`src/rtl/rxf_pkg.sv`:
```
package rxf_pkg;
    typedef enum logic {
        BUSY_IDLE = 1'b0,
        BUSY_RUN  = 1'b1
    } rxf_busy_e;
endpackage

```
`src/rtl/rxf_busy_fsm.sv`:
```
module rxf_busy_fsm
    import rxf_pkg::*;
(
    input  logic clk,
    input  logic rst_n,
    input  logic core_rst,
    input  logic rx_start,
    input  logic rx_reset,
    output logic busy
);
    rxf_busy_e state_q, state_d;

    // next-state logic
    always_comb begin
        state_d = state_q;
        unique case (state_q)
            BUSY_IDLE: if (rx_start && !rx_reset) state_d = BUSY_RUN;   // IDLE_TO_RUN
            BUSY_RUN:  if (rx_reset)              state_d = BUSY_IDLE;  // RUN_TO_IDLE
            default:                              state_d = BUSY_IDLE;
        endcase
        if (core_rst) state_d = BUSY_IDLE;                              // FORCE_IDLE
    end

    // state register
    always_ff @(posedge clk or negedge rst_n) begin
        if (!rst_n) state_q <= BUSY_IDLE;
        else        state_q <= state_d;
    end

    // outputs
    always_comb begin
        busy = (state_q == BUSY_RUN);
    end
endmodule

```
`src/rtl/rxf_store.sv`:
```
module rxf_store #(
    parameter int DATA_W = 8,
    parameter int DEPTH  = 15,
    parameter int CNT_W  = $clog2(DEPTH + 1)
) (
    input  logic              clk,
    input  logic              rst_n,
    input  logic              clr,
    input  logic              push_req,
    input  logic [DATA_W-1:0] push_byte,
    input  logic              pop_req,
    output logic [DATA_W-1:0] rd_data,
    output logic [CNT_W-1:0]  fill_cnt,
    output logic              fifo_empty,
    output logic              fifo_full,
    output logic              overrun
);
    localparam int PTR_W = (DEPTH > 1) ? $clog2(DEPTH) : 1;
    localparam logic [PTR_W-1:0] LAST_IDX = PTR_W'(DEPTH - 1);
    localparam logic [CNT_W-1:0] FULL_CNT = CNT_W'(DEPTH);

    logic [DATA_W-1:0] mem [DEPTH];
    logic [PTR_W-1:0]  wr_ptr, rd_ptr;
    logic              do_push, do_pop, drop_push;
    logic [CNT_W-1:0]  cnt_d;

    function automatic logic [PTR_W-1:0] bump(input logic [PTR_W-1:0] p);
        return (p == LAST_IDX) ? '0 : p + 1'b1;
    endfunction

    always_comb begin
        do_push   = push_req && !fifo_full;
        drop_push = push_req && fifo_full;
        do_pop    = pop_req && !fifo_empty;
        unique case ({do_push, do_pop})
            2'b10:   cnt_d = fill_cnt + 1'b1;
            2'b01:   cnt_d = fill_cnt - 1'b1;
            default: cnt_d = fill_cnt;
        endcase
    end

    always_ff @(posedge clk) begin
        if (do_push) mem[wr_ptr] <= push_byte;
    end

    always_ff @(posedge clk or negedge rst_n) begin
        if (!rst_n) begin
            wr_ptr     <= '0;
            rd_ptr     <= '0;
            fill_cnt   <= '0;
            fifo_empty <= 1'b1;
            fifo_full  <= 1'b0;
            overrun    <= 1'b0;
            rd_data    <= '0;
        end else if (clr) begin
            wr_ptr     <= '0;
            rd_ptr     <= '0;
            fill_cnt   <= '0;
            fifo_empty <= 1'b1;
            fifo_full  <= 1'b0;
            overrun    <= 1'b0;
            rd_data    <= '0;
        end else begin
            if (do_push) wr_ptr <= bump(wr_ptr);
            if (do_pop) begin
                rd_ptr  <= bump(rd_ptr);
                rd_data <= mem[rd_ptr];
            end else if (pop_req) begin
                rd_data <= '0;
            end
            if (drop_push) overrun <= 1'b1;
            fill_cnt   <= cnt_d;
            fifo_empty <= (cnt_d == '0);
            fifo_full  <= (cnt_d == FULL_CNT);
        end
    end
endmodule

```
`src/rtl/rxbyte_fifo.sv`:
```
module rxbyte_fifo #(
    parameter int DATA_W = 8,
    parameter int DEPTH  = 15,
    parameter int CNT_W  = $clog2(DEPTH + 1)
) (
    input  logic              clk,
    input  logic              rst_n,
    input  logic              core_rst,
    input  logic              fifo_clr,
    input  logic              rx_start,
    input  logic              rx_reset,
    input  logic              net_push,
    input  logic [DATA_W-1:0] net_data,
    input  logic              host_wr,
    input  logic [DATA_W-1:0] host_wdata,
    input  logic              host_rd,
    output logic [DATA_W-1:0] rd_data,
    output logic [CNT_W-1:0]  fill_cnt,
    output logic              fifo_empty,
    output logic              fifo_full,
    output logic              overrun,
    output logic              busy
);
    logic              push_req;
    logic [DATA_W-1:0] push_byte;
    logic              q_clr;

    // network byte has priority over the diagnostic write
    always_comb begin
        push_req  = net_push || host_wr;
        push_byte = net_push ? net_data : host_wdata;
        q_clr     = fifo_clr || core_rst;
    end

    rxf_store #(.DATA_W(DATA_W), .DEPTH(DEPTH), .CNT_W(CNT_W)) u_store (
        .clk        (clk),
        .rst_n      (rst_n),
        .clr        (q_clr),
        .push_req   (push_req),
        .push_byte  (push_byte),
        .pop_req    (host_rd),
        .rd_data    (rd_data),
        .fill_cnt   (fill_cnt),
        .fifo_empty (fifo_empty),
        .fifo_full  (fifo_full),
        .overrun    (overrun)
    );

    rxf_busy_fsm u_busy (
        .clk      (clk),
        .rst_n    (rst_n),
        .core_rst (core_rst),
        .rx_start (rx_start),
        .rx_reset (rx_reset),
        .busy     (busy)
    );
endmodule

```
`config.mk`:
```
export PLATFORM = sky130hd
export DESIGN_NAME = rxbyte_fifo
export DESIGN_NICKNAME = d
export VERILOG_FILES = /design/src/rtl/rxf_pkg.sv /design/src/rtl/rxf_busy_fsm.sv /design/src/rtl/rxf_store.sv /design/src/rtl/rxbyte_fifo.sv
export SDC_FILE = /design/constraint.sdc
export NUM_CORES = 1
export LEC_CHECK = 0
export BUFFER_PORTS_ARGS = -buffer_cell sky130_fd_sc_hd__buf_2
export CAP_MARGIN = 20
export CORE_ASPECT_RATIO = 0.9
export CORE_UTILIZATION = 54
export CTS_CLUSTER_DIAMETER = 30
export CTS_CLUSTER_SIZE = 28
export DETAILED_ROUTE_END_ITERATION = 8
export PLACE_DENSITY = 0.75
export SYNTH_ARGS = -nofsm -noshare
export SYNTH_HDL_FRONTEND = slang
export SYNTH_SLANG_ARGS = --single-unit
```
`constraint.sdc`:
```
create_clock -name clk -period 2.8 [get_ports clk]
set_input_delay 0.14 -clock clk [delete_from_list [all_inputs] [get_ports clk]]
set_output_delay 0.14 -clock clk [all_outputs]
set_load 0.01 [all_outputs]
```
==> results.cfg <==
[die]
fp.dieH_um = 101.7
ios = 41
start_util_pct = 55.20
coreArea_um2 = 10810
core.rowCount = 36
dieArea_um2 = 11480
die_w_um = 112.8

[route]
remaining_drc_errors = 0
ant_nets = 0
wl_per_cell_um = 21.95
drt_iter0_markers = 339
via_count = 3407
routed_wl_um = 12420
firstDrtPassIters = 5
vias_per_cell = 6.019

[logic_synthesis]
yosys-top-cells-count = 120 x edfxtp_1, 26 x nor2_1, 24 x mux4_2
yosysMostFrequentCell = edfxtp_1
ys.flop_type = edfxtp_1
avgSynthCellArea_um2 = 16.62
netlist_area_um2 = 5967
synth-warning-count = 0
synth_top_area_share_pct = 60.39
synth-seq-cells = 144
synth_edf_count = 120
synth-async-reset-ratio_pct = 16.67
yosysSeqAreaShare_pct = 70.48
postSynthCellCount = 359
synth_area_leaders = edfxtp_1 60%, dfrtp_1 9.6%, mux4_2 9.1%
synth_fp_nets = 389
synth.distinct_cells = 39
synth_largest_area_cell = edfxtp_1

[flow_run]
maxCapViolations = 0

[global_route]
grt_max_degree = 46
antenna_found_initial = 0
grt_overflow = 0
grt_pass1_wl_um = 18790
grt_usage_pct = 23.40
grt_pass1_vias = 3346

[sta]
hold_viol_final = 0
setup_viol = 0
layout_min_cycle_time_ns = 2.390
fin_ws_ns = 0.4104
tightest_slew_ns = 0.8495
final.setup.tns_ns = 0
period_share_pct = 85.34
grt_setup_unrepaired = no
max_slew_margin_pct = 43.16
maxSlewViolCount = 0
worst_hold_slack_ns = 0.07369
fmax_mhz = 418.5
fin_worst_skew_ns = 0.01126

[clocking]
cts_setup_buffers = 0
clock-sinks = 144
clock_latency_ns = 0.41
cts_buffer_depth = 2
path_clk_slew_ns = 0.06
cts-htree-levels = 4
cts_tree = done
cts_buffers = 17
root_buffer = clkbuf_16

[layout]
diodes = 0
finish.utilization_pct = 64.17
area_growth_pct = 16.25
drive_above_1_share_pct = 30.95
nNetsFinal = 450

[placed_design]
globalplace.congestion = 0.7777
numPortBuffers = 40
post-place-ws_ns = 0.4648
detailedPlacementHpwl_um = 7341

[setup_path]
crit_chain = nand2b_1 > inv_1 > ha_1 > xor2_1 > ha_1 > a21oi_1 > mux2i_1 > xor2_1 > or2_2 > a21oi_1
slowest_stage = dfstp_2
endpoint_kind = flip-flop
path_delay_family = flip-flops
max_stage_delay_ns = 0.52
worstPathRequired_ns = 3.14
cp-start-kind = flip-flop
path_buf_inv = 1
path_max_fanout = 6
cp.arrival_ns = 2.73
crit_type = reg2reg

[power_and_ir_drop]
ir_drop_v = 0.0004947
p_leak_nw = 2.473
powerDensity_nw_per_um2 = 672.3

[status]
run_status = finished, final reports clean

[hold_path]
hp-class = in2reg
## placed cells by master (no fill, tap or decap), types with 2 or more instances in the layout
cell	count
edfxtp_1	120
buf_2	40
nor2_1	26
mux4_2	24
nand2_1	23
dfrtp_1	22
o21ai_0	18
mux2i_1	17
clkbuf_16	17
buf_4	16
a21oi_1	15
mux2_2	8
a22oi_1	8
nor3_1	7
o211ai_1	7
nand2b_1	5
nand3_1	5
ha_1	5
inv_1	4
xor2_1	4
inv_6	4
clkinvlp_4	4
dlygate4sd3_1	3
nor2_2	2
inv_2	2
or2_2	2
or3_1	2
nor4_4	2
inv_8	2
clkinv_4	2
## registers in the layout, indices dropped and copies added (netlist names)
signal and flops:
u_store.mem 120, u_store.rd_data 8, u_store.fill_cnt 4, u_store.rd_ptr 4, u_store.wr_ptr 4, u_busy.busy 1, u_store.fifo_empty 1, u_store.fifo_full 1
u_store.overrun 1
## path summary, 6_finish.rpt
path	start	to	slack, ns	depth (start not counted)
setup / recovery	u_store.fifo_empty	u_store.fifo_full	0.41	10
hold reg to reg	u_store.rd_data[0]	u_store.rd_data[0]	0.49	2
setup reg to reg	u_store.fifo_empty	u_store.fifo_full	0.41	10
min in group asynchronous	rst_n	u_store.fill_cnt[3]	0.26	2
hold / removal	host_wr	u_store.overrun	0.07	3
max in group asynchronous	rst_n	u_store.rd_ptr[0]	2.12	2
## per-layer routing
metal	vias up	part of all wire, %	track usage, %
met5	-	0	0
met4	0	2.8	10.67
met3	27	5.2	6.583
met2	119	52	39.89
met1	1735	40	28.12
li1	1526	-	-
## final cells by class
class	instances	area (µm²)
flip-flops and latches	144	4207
fillers	709	3874
multi-input cells	192	1635
clock buffers	18	429.2
repair buffers	59	350.3
well taps	133	166.4
clock inverters	14	126.4
inverters	6	22.52
## tightest hold or removal path, stage by stage
cell     delay (ns)
buf_2          0.09
o21ai_0        0.08
a21oi_1        0.14
## report_power, final
part	internal (W)	total (W)	switching, W
clock	0.00116	0.00209	0.000929
sequential	0.00237	0.00238	0.0000166
combinational	0.0000714	0.000189	0.000118
## logic make-up after synthesis
logic type | Yosys count | synth area share [%]
compound gates | 53 | 5.431
xor+xnor | 4 | 0.5871
fa+ha+maj | 5 | 1.048
buf+inv | 23 | 2.118
flops | 144 | 70.48
mux | 49 | 13.42
simple gates | 81 | 6.920
## per-stage QoR
stage,cells,power (W),cell area (µm²)
2_1_floorplan,359,0.002536,5967
3_3_place_gp,531,0.002601,6351
3_5_place_dp,531,0.002609,6351
4_1_cts,566,0.004689,6937
5_1_grt,566,0.004803,6937
6_report,566,0.004664,6937
## what timing repair did
action | in CTS | in global routing
resized for setup | 0 | 0
hold buffers | 3 | 0
hold endpoints to repair | 24 | 0
endpoints found under the setup margin | 0 | 0
No activity file was read; power rests on OpenSTA's default activity.
